$ cat src/rtl/dma_chan_pkg.sv
package dma_chan_pkg;
  localparam logic [4:0] OFS_SRC  = 5'h00;
  localparam logic [4:0] OFS_DST  = 5'h04;
  localparam logic [4:0] OFS_CNT  = 5'h08;
  localparam logic [4:0] OFS_RTYP = 5'h0C;
  localparam logic [4:0] OFS_STAT = 5'h10;
  localparam logic [4:0] OFS_CMD  = 5'h14;
  localparam logic [4:0] OFS_DESC = 5'h18;

  localparam int ST_EN     = 0;
  localparam int ST_TERM   = 1;
  localparam int ST_HALT   = 2;
  localparam int ST_DONE   = 3;
  localparam int ST_NODESC = 31;
  localparam logic [31:0] ST_KEEP = 32'h8000_005F;

  localparam int CM_SINC  = 23;
  localparam int CM_DINC  = 22;
  localparam int CM_IRQEN = 1;
  localparam int CM_SZ_LO = 8;

  function automatic logic [5:0] unit_bytes(input logic [2:0] code);
    case (code)
      3'd0:    unit_bytes = 6'd4;
      3'd2:    unit_bytes = 6'd2;
      3'd3:    unit_bytes = 6'd16;
      3'd4:    unit_bytes = 6'd32;
      default: unit_bytes = 6'd1;
    endcase
  endfunction
endpackage

$ cat src/rtl/chan_addr_reg.sv
module chan_addr_reg #(
  parameter int AW = 32
) (
  input  logic          clk,
  input  logic          rst,
  input  logic          load,
  input  logic [AW-1:0] load_val,
  input  logic          step,
  input  logic [5:0]    step_bytes,
  output logic [AW-1:0] q
);
  always_ff @(posedge clk) begin
    if (rst)       q <= '0;
    else if (load) q <= load_val;
    else if (step) q <= q + AW'(step_bytes);
  end
endmodule

$ cat src/rtl/chan_unit_cnt.sv
module chan_unit_cnt #(
  parameter int CW = 24
) (
  input  logic          clk,
  input  logic          rst,
  input  logic          load,
  input  logic [CW-1:0] load_val,
  input  logic          dec,
  output logic [CW-1:0] q,
  output logic [CW-1:0] q_next,
  output logic          last
);
  always_comb begin
    q_next = q;
    if (load)     q_next = load_val;
    else if (dec) q_next = q - CW'(1);
  end

  assign last = (q == CW'(1));

  always_ff @(posedge clk) begin
    if (rst) q <= '0;
    else     q <= q_next;
  end
endmodule

$ cat src/rtl/dma_chan_engine.sv
module dma_chan_engine
  import dma_chan_pkg::*;
#(
  parameter int AW  = 32,
  parameter int CW  = 24,
  parameter int RAW = 5
) (
  input  logic           clk,
  input  logic           rst,
  input  logic           reg_wr,
  input  logic [RAW-1:0] reg_addr,
  input  logic [31:0]    reg_wdata,
  output logic [31:0]    reg_rdata,
  output logic           xfer_req,
  input  logic           xfer_gnt,
  output logic [AW-1:0]  src_addr,
  output logic [AW-1:0]  dst_addr,
  output logic           irq
);
  localparam int NADDR = 2;

  logic [31:0]   st_q, st_n, cmd_q, cmd_n, rtyp_q, desc_q, rd_mux;
  logic [CW-1:0] cnt_q, cnt_n;
  logic          cnt_last, fire, run_n;
  logic          wr_src, wr_dst, wr_cnt, wr_st, wr_cmd, wr_rtyp, wr_desc;
  logic [5:0]    ubytes;

  logic [NADDR-1:0] a_load, a_step;
  logic [AW-1:0]    a_q [NADDR];

  assign wr_src  = reg_wr && (reg_addr == RAW'(OFS_SRC));
  assign wr_dst  = reg_wr && (reg_addr == RAW'(OFS_DST));
  assign wr_cnt  = reg_wr && (reg_addr == RAW'(OFS_CNT)) && !st_q[ST_EN];
  assign wr_st   = reg_wr && (reg_addr == RAW'(OFS_STAT));
  assign wr_cmd  = reg_wr && (reg_addr == RAW'(OFS_CMD));
  assign wr_rtyp = reg_wr && (reg_addr == RAW'(OFS_RTYP));
  assign wr_desc = reg_wr && (reg_addr == RAW'(OFS_DESC));

  assign fire   = xfer_req && xfer_gnt;
  assign ubytes = unit_bytes(cmd_q[CM_SZ_LO +: 3]);

  assign a_load[0] = wr_src;
  assign a_load[1] = wr_dst;
  assign a_step[0] = fire && cmd_q[CM_SINC];
  assign a_step[1] = fire && cmd_q[CM_DINC];

  for (genvar g = 0; g < NADDR; g++) begin : g_addr
    chan_addr_reg #(.AW(AW)) u_addr (
      .clk        (clk),
      .rst        (rst),
      .load       (a_load[g]),
      .load_val   (reg_wdata[AW-1:0]),
      .step       (a_step[g]),
      .step_bytes (ubytes),
      .q          (a_q[g])
    );
  end

  assign src_addr = a_q[0];
  assign dst_addr = a_q[1];

  chan_unit_cnt #(.CW(CW)) u_cnt (
    .clk      (clk),
    .rst      (rst),
    .load     (wr_cnt),
    .load_val (reg_wdata[CW-1:0]),
    .dec      (fire),
    .q        (cnt_q),
    .q_next   (cnt_n),
    .last     (cnt_last)
  );

  always_comb begin
    st_n = st_q;
    if (wr_st) st_n = reg_wdata & ST_KEEP;
    if (fire && cnt_last) begin
      st_n[ST_DONE] = 1'b1;
      st_n[ST_TERM] = 1'b1;
    end
  end

  assign cmd_n = wr_cmd ? reg_wdata : cmd_q;
  assign run_n = st_n[ST_EN] && st_n[ST_NODESC] && !st_n[ST_HALT] && (cnt_n != '0);

  always_comb begin
    case (reg_addr)
      RAW'(OFS_SRC):  rd_mux = 32'(a_q[0]);
      RAW'(OFS_DST):  rd_mux = 32'(a_q[1]);
      RAW'(OFS_CNT):  rd_mux = 32'(cnt_q);
      RAW'(OFS_RTYP): rd_mux = rtyp_q;
      RAW'(OFS_STAT): rd_mux = st_q;
      RAW'(OFS_CMD):  rd_mux = cmd_q;
      RAW'(OFS_DESC): rd_mux = desc_q;
      default:        rd_mux = '0;
    endcase
  end

  always_ff @(posedge clk) begin
    if (rst) begin
      st_q      <= '0;
      cmd_q     <= '0;
      rtyp_q    <= '0;
      desc_q    <= '0;
      xfer_req  <= 1'b0;
      irq       <= 1'b0;
      reg_rdata <= '0;
    end else begin
      st_q      <= st_n;
      cmd_q     <= cmd_n;
      if (wr_rtyp) rtyp_q <= reg_wdata;
      if (wr_desc) desc_q <= reg_wdata;
      xfer_req  <= run_n;
      irq       <= st_n[ST_DONE] && cmd_n[CM_IRQEN];
      reg_rdata <= rd_mux;
    end
  end
endmodule

$ cat config.mk
export PLATFORM = sky130hd
export DESIGN_NAME = dma_chan_engine
export DESIGN_NICKNAME = d
export VERILOG_FILES = /design/src/rtl/dma_chan_pkg.sv /design/src/rtl/chan_addr_reg.sv /design/src/rtl/chan_unit_cnt.sv /design/src/rtl/dma_chan_engine.sv
export SDC_FILE = /design/constraint.sdc
export NUM_CORES = 1
export LEC_CHECK = 0
export ABC_AREA = 0
export BUFFER_PORTS_ARGS = -buffer_cell sky130_fd_sc_hd__clkbuf_2
export CORE_MARGIN = 8
export CORE_UTILIZATION = 35
export DETAILED_ROUTE_END_ITERATION = 6
export PLACE_DENSITY = 0.59
export SYNTH_ARGS = -nofsm -noshare
export SYNTH_HDL_FRONTEND = slang
export SYNTH_SLANG_ARGS = --single-unit
$ cat constraint.sdc
create_clock -name clk -period 4.08 [get_ports clk]
set_input_delay 0.204 -clock clk [delete_from_list [all_inputs] [get_ports clk]]
set_output_delay 0.204 -clock clk [all_outputs]
set_load 0.01 [all_outputs]
==> run_summary.xml, run 1 <==
<?xml version="1.0" encoding="UTF-8"?>
<metrics>
  <group name="run_status">
    <metric name="outcome" unit="">complete, but fails checks</metric>
    <metric name="violations" unit="">hold timing</metric>
  </group>
  <group name="cts">
    <metric name="cts_tree" unit="">built</metric>
    <metric name="cts.reportedPaths.clkPinSlew" unit="ps">60</metric>
    <metric name="ctsHtreeMaxLevel" unit="">1</metric>
    <metric name="clock_latency_on_the_worst_skew_pair" unit="ps">550</metric>
    <metric name="cts_max_path_buffers" unit="">3</metric>
    <metric name="clock_tree.root_cell" unit="">sky130_fd_sc_hd__clkbuf_16</metric>
    <metric name="cts_repair_resize_count" unit="">0</metric>
    <metric name="postCtsSetupBuffers" unit="">0</metric>
    <metric name="cts-buffers-inserted" unit="">25</metric>
    <metric name="clock_sinks" unit="">225</metric>
  </group>
  <group name="worst_setup_path">
    <metric name="critical_path_depth_in_cells" unit="">10</metric>
    <metric name="timing.critical_path.cells" unit="">or3b_2, inv_1, ha_1, a21o_1, a21o_1, a31o_2, a21oi_2, nor3_1, xnor2_1, a211oi_1</metric>
    <metric name="crit_path_max_fanout" unit="">17</metric>
    <metric name="ff2ff_path_depth" unit="">10</metric>
    <metric name="setup.worst_path.end_class" unit="">flop</metric>
    <metric name="cell_type_with_the_highest_occurrence_count_on_the_critical_path" unit="">sky130_fd_sc_hd__a21o_1</metric>
    <metric name="timing.setup.critical_path_class" unit="">reg2reg</metric>
    <metric name="cpLargestDelayFamily" unit="">compound AO/OA/AOI/OAI gates</metric>
    <metric name="data_required_time_at_the_worst_endpoint" unit="ps">4540</metric>
    <metric name="start_kind" unit="">flop</metric>
    <metric name="slowest_stage_cell_crit_path" unit="">sky130_fd_sc_hd__a21oi_2</metric>
    <metric name="cp.buffers_inverters" unit="">1</metric>
    <metric name="max_stage_delay" unit="ps">590</metric>
    <metric name="crit_arrival" unit="ps">3580</metric>
  </group>
  <group name="logic_synthesis">
    <metric name="synth_area_in_xor_xnor" unit="%">5.87</metric>
    <metric name="synthesized_area_fraction_occupied_by_ao_oa_aoi_and_oai_cells" unit="%">21.6</metric>
    <metric name="synth.ff_latch_count" unit="">225</metric>
    <metric name="syn-cell-area" unit="sq mm">0.0107</metric>
    <metric name="synth_top_family_by_area" unit="">simple AND/OR/NAND/NOR gates</metric>
    <metric name="synth.yosys.seq_area_share" unit="%">41.9</metric>
    <metric name="number_of_standard_cells_after_synthesis" unit="">1314</metric>
    <metric name="synth_edf_count" unit="">0</metric>
    <metric name="synth_simple_gate_area_share" unit="%">23.6</metric>
    <metric name="ys_types" unit="">71</metric>
    <metric name="synth.area.mux_share" unit="%">0.862</metric>
    <metric name="synth_adder_area_share" unit="%">1.77</metric>
    <metric name="synthesis.yosys.warnings" unit="">0</metric>
    <metric name="synth_area_per_cell" unit="sq um">8.18</metric>
    <metric name="async_reset_ff_share" unit="%">0</metric>
    <metric name="synth_top_flop_cell" unit="">sky130_fd_sc_hd__dfxtp_1</metric>
    <metric name="syn-num-nets" unit="">1369</metric>
  </group>
  <group name="routing">
    <metric name="drt_drc_violations_left" unit="">0</metric>
    <metric name="final_antenna_net_count" unit="">0</metric>
    <metric name="avgRoutedWirePerCell" unit="um">21.9</metric>
    <metric name="routed_wl" unit="um">39900</metric>
    <metric name="drt_iter0_markers" unit="">1068</metric>
    <metric name="dr_total_vias" unit="">10403</metric>
    <metric name="detailedRoute.firstPassIterationCount" unit="">6</metric>
    <metric name="vias_per_cell" unit="">5.71</metric>
  </group>
  <group name="sta">
    <metric name="setup_viol" unit="">0</metric>
    <metric name="period_needed" unit="ps">3120</metric>
    <metric name="timing.final.crit_share" unit="%">76.4</metric>
    <metric name="timing.final.hold_violations" unit="">1</metric>
    <metric name="tightestPinTransition" unit="ps">1110</metric>
    <metric name="rsz0062_at_grt" unit="">no</metric>
    <metric name="report.final.slew_viol_count" unit="">0</metric>
    <metric name="skew" unit="ps">21.7</metric>
    <metric name="finalWorstSetupSlack" unit="ps">962</metric>
    <metric name="timing.hold.ws" unit="ps">-2.82</metric>
    <metric name="timing.max_slew.rel_slack" unit="%">25.8</metric>
    <metric name="final.setup.tns" unit="ps">0</metric>
    <metric name="clock.fmax" unit="MHz">321</metric>
  </group>
  <group name="floorplanning">
    <metric name="die_height" unit="um">191</metric>
    <metric name="floorplan.die.width" unit="um">191</metric>
    <metric name="initial_core_util" unit="%">35.3</metric>
    <metric name="io_pins" unit="">139</metric>
    <metric name="rows" unit="">64</metric>
    <metric name="core" unit="sq mm">0.0304</metric>
    <metric name="design.die.area" unit="sq mm">0.0366</metric>
  </group>
  <group name="global_route">
    <metric name="track_usage" unit="%">21.2</metric>
    <metric name="grt_first_pass_wirelength" unit="um">60400</metric>
    <metric name="antenna_violations_before_repair" unit="">0</metric>
    <metric name="first_global_vias" unit="">9824</metric>
    <metric name="grt_remaining_overflow" unit="">0</metric>
    <metric name="maximum_number_of_pins_on_one_net_before_global_route_repair" unit="">116</metric>
  </group>
  <group name="hold_path">
    <metric name="hold_class" unit="">in2reg</metric>
    <metric name="hold-path-cell-count" unit="">3</metric>
  </group>
  <group name="power">
    <metric name="p_total" unit="mW">4.71</metric>
    <metric name="peakVddDrop" unit="mV">0.301</metric>
    <metric name="power_per_cell_area" unit="mW/mm^2">373</metric>
    <metric name="static-leakage-power" unit="nW">4.45</metric>
  </group>
  <group name="place">
    <metric name="placed_cells" unit="">1772</metric>
    <metric name="detailedPlacementHpwl" unit="um">27800</metric>
    <metric name="gp_congestion" unit="">0.887</metric>
    <metric name="dpl_worst_slack" unit="ps">959</metric>
    <metric name="io_buffer_count" unit="">138</metric>
  </group>
  <group name="finish">
    <metric name="fin_cells" unit="">1823</metric>
    <metric name="syn_to_final_growth" unit="%">17.5</metric>
    <metric name="antenna_cells" unit="">0</metric>
    <metric name="layout-drive-gt1-share" unit="%">17.0</metric>
    <metric name="num-fill-cells" unit="">3084</metric>
    <metric name="finish.net_count" unit="">1465</metric>
  </group>
  <group name="job">
    <metric name="drv_cap" unit="">0</metric>
  </group>
</metrics>
## tightest hold or removal path, cell delays in order
cell and delay, ps:
sky130_fd_sc_hd__clkbuf_2 160, sky130_fd_sc_hd__nand2_1 80, sky130_fd_sc_hd__a21oi_1 50
## sequential cells by signal, summed over array words and instances (netlist names)
| register | cells |
|---|---|
| desc_q | 32 |
| irq | 1 |
| cmd_q | 32 |
| xfer_req | 1 |
| g_addr.u_addr.q | 64 |
| u_cnt.q | 24 |
| reg_rdata | 32 |
| st_q | 7 |
| rtyp_q | 32 |
## where the power goes
group | total (mW) | internal, mW | switching (mW) | leakage (nW)
Clock | 2.24 | 1.29 | 0.947 | 0.403
Sequential | 2.24 | 2.21 | 0.0257 | 1.81
Combinational | 0.228 | 0.0629 | 0.165 | 2.23
## routing by layer
| metal | part of all wire [%] | GRT usage (%) |
|---|---|---|
| met2 | 45 | 32.8 |
| met1 | 44 | 29.1 |
| met3 | 8.4 | 3.90 |
| met5 | 0 | 0 |
| met4 | 3.2 | 7.19 |
## worst paths after layout
check                     start                     end  slack [ps]
setup / recovery       cmd_q[9]  g_addr[0].u_addr.q[21]         960
hold / removal    reg_wdata[13]               cmd_q[13]          -3
setup reg to reg       cmd_q[9]  g_addr[0].u_addr.q[21]         960
hold reg to reg       rtyp_q[9]               rtyp_q[9]         450
## synth_stat cells (all sizes together), types with 5 or more instances
master	n	area share, %
a211oi	59	4.2
a21oi	112	5.3
a222oi	6	0.56
a22oi	83	5.8
a311oi	11	0.90
a31oi	32	1.9
and2	12	0.72
and3	17	0.99
buf	19	1.0
clkbuf	83	2.9
dfxtp	225	42
ha	12	1.4
inv	13	0.45
mux2i	7	0.65
nand2	254	8.9
nand3	27	1.6
nand4	8	0.52
nor2	111	3.9
nor2b	5	0.29
nor3	42	2.2
nor4	20	1.6
o211ai	6	0.47
o21ai	16	0.78
or3	10	0.58
xnor2	47	3.8
xor2	25	2.0
## cells in the final DEF (no fill, tap or decap), drive strengths merged, types with 6 or more instances in the layout
cell	synthesis	routed
nand2	254	254
dfxtp	225	225
clkbuf	83	175
a21oi	112	112
nor2	111	111
a22oi	83	83
a211oi	59	59
xnor2	47	47
nor3	42	42
a31oi	32	32
buf	19	27
nand3	27	27
xor2	25	25
nor4	20	20
and3	17	17
o21ai	16	16
inv	13	14
ha	12	12
and2	12	12
a311oi	11	11
or3	10	10
nand4	8	8
mux2i	7	7
dlygate4sd3	0	7
a222oi	6	6
o211ai	6	6
## through the flow
stage | cell area (sq um) | utilization, %
floorplan | 10700 | -
global placement | 11700 | 38.6
detailed placement | 11700 | 38.6
CTS | 12600 | 41.5
global route | 12600 | 41.5
finish | 12600 | 41.5
## cell type report
type / instances / area [sq um] / area share (%)
Tap cell: 396 / 495 / 3.92
Clock buffer: 38 / 764 / 6.06
Sequential cell: 225 / 4500 / 35.7
Timing Repair Buffer: 171 / 975 / 7.72
Multi-Input combinational cell: 974 / 5790 / 45.9
Clock inverter: 6 / 47.5 / 0.377
Inverter: 13 / 48.8 / 0.387
## kinds of logic (layout without fill, tap and decap cells)
family	count (synthesis)	after routing
adders and majority gates	14	14
DFF	225	225
xor gates and xnor gates	72	72
AOI/OAI and AO/OA	345	345
and+or+nand+nor	534	534
muxes	9	9
buffers and inverters	115	228
## what timing repair did
action | CTS | global route
hold buffers | 7 | 0
endpoints found under the setup margin | 0 | 0
hold endpoints to repair | 18 | 0
Power figures use the tool's default switching activity.
==> run 2: changes to the inputs <==
clock period = 3 ns   (was 4.08 ns; I/O delays follow)
==> run_summary.xml, run 2 (synthesized netlist as in run 1, its figures left out) <==
<?xml version="1.0" encoding="UTF-8"?>
<metrics>
  <group name="run_status">
    <metric name="outcome" unit="">complete, no violations</metric>
  </group>
  <group name="cts">
    <metric name="ctsHtreeMaxLevel" unit="">1</metric>
    <metric name="cts-buffers-inserted" unit="">25</metric>
    <metric name="clock_sinks" unit="">225</metric>
    <metric name="clock_tree.root_cell" unit="">sky130_fd_sc_hd__clkbuf_16</metric>
    <metric name="cts_tree" unit="">built</metric>
    <metric name="cts.reportedPaths.clkPinSlew" unit="ps">60</metric>
    <metric name="cts_max_path_buffers" unit="">3</metric>
    <metric name="clock_latency_on_the_worst_skew_pair" unit="ps">550</metric>
  </group>
  <group name="sta">
    <metric name="timing.final.hold_violations" unit="">0</metric>
    <metric name="timing.final.crit_share" unit="%">95.3</metric>
    <metric name="tightestPinTransition" unit="ps">712</metric>
    <metric name="clock.fmax" unit="MHz">350</metric>
    <metric name="setup_viol" unit="">0</metric>
    <metric name="final.setup.tns" unit="ps">0</metric>
    <metric name="skew" unit="ps">21.0</metric>
    <metric name="rsz0062_at_grt" unit="">no</metric>
    <metric name="report.final.slew_viol_count" unit="">0</metric>
    <metric name="timing.hold.ws" unit="ps">24.9</metric>
    <metric name="period_needed" unit="ps">2860</metric>
    <metric name="timing.max_slew.rel_slack" unit="%">52.5</metric>
    <metric name="finalWorstSetupSlack" unit="ps">142</metric>
  </group>
  <group name="worst_setup_path">
    <metric name="setup.worst_path.end_class" unit="">flop</metric>
    <metric name="regToRegStartpoint" unit="">cmd_q[8]</metric>
    <metric name="ff2ff_path_depth" unit="">12</metric>
    <metric name="start_kind" unit="">flop</metric>
    <metric name="data_required_time_at_the_worst_endpoint" unit="ps">3470</metric>
    <metric name="rr_endpoint" unit="">g_addr[1].u_addr.q[14]</metric>
    <metric name="crit_arrival" unit="ps">3330</metric>
    <metric name="crit_path_max_fanout" unit="">6</metric>
    <metric name="reg_to_reg_slack_setup" unit="ps">140</metric>
    <metric name="timing.setup.critical_path_class" unit="">reg2reg</metric>
    <metric name="setup.worst_path.start" unit="">cmd_q[8]</metric>
    <metric name="critPathCapture" unit="">g_addr[1].u_addr.q[14]</metric>
  </group>
  <group name="power">
    <metric name="pwr-share-clk" unit="%">48.8</metric>
    <metric name="power_frac_comb" unit="%">5.1</metric>
    <metric name="power_per_cell_area" unit="mW/mm^2">508</metric>
    <metric name="static-leakage-power" unit="nW">4.63</metric>
    <metric name="p_sw_share" unit="%">24.4</metric>
    <metric name="internal-power" unit="mW">4.99</metric>
    <metric name="seq_power_share" unit="%">46.1</metric>
    <metric name="power.net_switching" unit="mW">1.61</metric>
    <metric name="peakVddDrop" unit="mV">0.426</metric>
  </group>
  <group name="finish">
    <metric name="finish.net_count" unit="">1501</metric>
    <metric name="fin_cells" unit="">1860</metric>
    <metric name="antenna_cells" unit="">0</metric>
    <metric name="num-fill-cells" unit="">3049</metric>
    <metric name="layout_common_cells" unit="">sky130_fd_sc_hd__nand2_1, sky130_fd_sc_hd__dfxtp_1, sky130_fd_sc_hd__clkbuf_2</metric>
    <metric name="final_common_cell" unit="">sky130_fd_sc_hd__nand2_1</metric>
    <metric name="max_ffs_per_register" unit="">64</metric>
    <metric name="layout-drive-gt1-share" unit="%">18.1</metric>
    <metric name="syn_to_final_growth" unit="%">21.0</metric>
    <metric name="finalInstanceArea" unit="sq mm">0.0130</metric>
    <metric name="largest_register" unit="">g_addr.u_addr.q</metric>
  </group>
  <group name="routing">
    <metric name="topRoutingLayerUsed" unit="">met4</metric>
    <metric name="drt_iter0_markers" unit="">1038</metric>
    <metric name="final_antenna_net_count" unit="">0</metric>
    <metric name="drt_drc_violations_left" unit="">0</metric>
    <metric name="vias_per_cell" unit="">5.72</metric>
    <metric name="met3WireLength" unit="um">3550</metric>
    <metric name="routed_wl" unit="um">40600</metric>
    <metric name="dr_total_vias" unit="">10640</metric>
    <metric name="met2_length" unit="um">18700</metric>
    <metric name="detailedRoute.firstPassIterationCount" unit="">5</metric>
    <metric name="avgRoutedWirePerCell" unit="um">21.8</metric>
    <metric name="detailed_route_wire_length_on_metal_1" unit="um">17600</metric>
  </group>
  <group name="hold_path">
    <metric name="hold_class" unit="">in2reg</metric>
  </group>
  <group name="place">
    <metric name="detailedPlacementHpwl" unit="um">28600</metric>
    <metric name="io_buffer_count" unit="">138</metric>
    <metric name="dpl_worst_slack" unit="ps">-19.1</metric>
    <metric name="gp_congestion" unit="">0.905</metric>
    <metric name="placed_cells" unit="">1788</metric>
    <metric name="placed_cell_area" unit="sq mm">0.0119</metric>
  </group>
  <group name="floorplanning">
    <metric name="die_height" unit="um">191</metric>
    <metric name="design.die.area" unit="sq mm">0.0366</metric>
    <metric name="initial_core_util" unit="%">35.3</metric>
    <metric name="floorplan.die.width" unit="um">191</metric>
    <metric name="rows" unit="">64</metric>
    <metric name="io_pins" unit="">139</metric>
    <metric name="core" unit="sq mm">0.0304</metric>
  </group>
  <group name="global_route">
    <metric name="track_usage" unit="%">21.7</metric>
    <metric name="first_global_vias" unit="">10117</metric>
    <metric name="antenna_violations_before_repair" unit="">0</metric>
    <metric name="grt_first_pass_wirelength" unit="um">62500</metric>
    <metric name="grt_remaining_overflow" unit="">0</metric>
    <metric name="maximum_number_of_pins_on_one_net_before_global_route_repair" unit="">65</metric>
  </group>
  <group name="job">
    <metric name="drv_cap" unit="">0</metric>
  </group>
</metrics>
run 2: worst min path at each step:
stage,from,cells after the start,to
2_1_floorplan,reg_wdata[11],2,cmd_q[11]
3_3_place_gp,cmd_q[12],2,cmd_q[12]
3_5_place_dp,cmd_q[13],2,cmd_q[13]
4_1_cts,reg_wdata[23],3,rtyp_q[23]
5_1_grt,reg_wdata[23],3,desc_q[23]
6_report,reg_wdata[23],3,cmd_q[23]
run 2: what timing repair did:
action | CTS | global route
hold buffers | 26 | 0
hold endpoints to repair | 96 | 0
setup buffers | 0 | 1
endpoints found under the setup margin | 1 | 7
resized for setup | 1 | 3
pin swaps | 0 | 1
run 2: cell type report:
cell class / count / area, sq um / area share [%]
tap: 396 / 495 / 3.81
clock inverter: 14 / 173 / 1.33
clock buffer: 31 / 678 / 5.22
multi-input combinational: 974 / 5800 / 44.6
timing repair buffer: 207 / 1310 / 10.0
inverter: 13 / 48.8 / 0.375
sequential: 225 / 4500 / 34.6
run 2: worst max-delay path: stages (launching register included):
cell and delay, ps:
sky130_fd_sc_hd__dfxtp_1 340, sky130_fd_sc_hd__buf_4 140, sky130_fd_sc_hd__mux2_2 170, sky130_fd_sc_hd__ha_2 170, sky130_fd_sc_hd__inv_1 60, sky130_fd_sc_hd__fa_2 340
sky130_fd_sc_hd__and2b_2 240, sky130_fd_sc_hd__o21ba_4 130, sky130_fd_sc_hd__o21ai_2 100, sky130_fd_sc_hd__and2_4 200, sky130_fd_sc_hd__or4_4 530, sky130_fd_sc_hd__xor2_1 170
sky130_fd_sc_hd__a211oi_2 210
run 2: power by group through the flow:
stage	Combinational (mW)	Sequential (mW)	Clock, mW
4_1_cts	0.331	3.04	3.25
3_3_place_gp	0.302	3.11	0
5_1_grt	0.359	3.05	3.39
2_1_floorplan	0.143	3.10	0
6_report	0.337	3.05	3.22
3_5_place_dp	0.303	3.11	0
run 2: per-layer routing:
layer	track usage, %	vias to the layer above
met5	0.549	-
met4	5.45	0
met3	3.89	51
met2	34.9	446
met1	29.6	5200
li1	-	4943
run 2: through the flow:
stage | utilization, % | total power, mW
2_1_floorplan | - | 3.25
3_5_place_dp | 39.0 | 3.41
5_1_grt | 42.7 | 6.79
6_report | 42.7 | 6.60
4_1_cts | 42.7 | 6.63
3_3_place_gp | 39.0 | 3.41
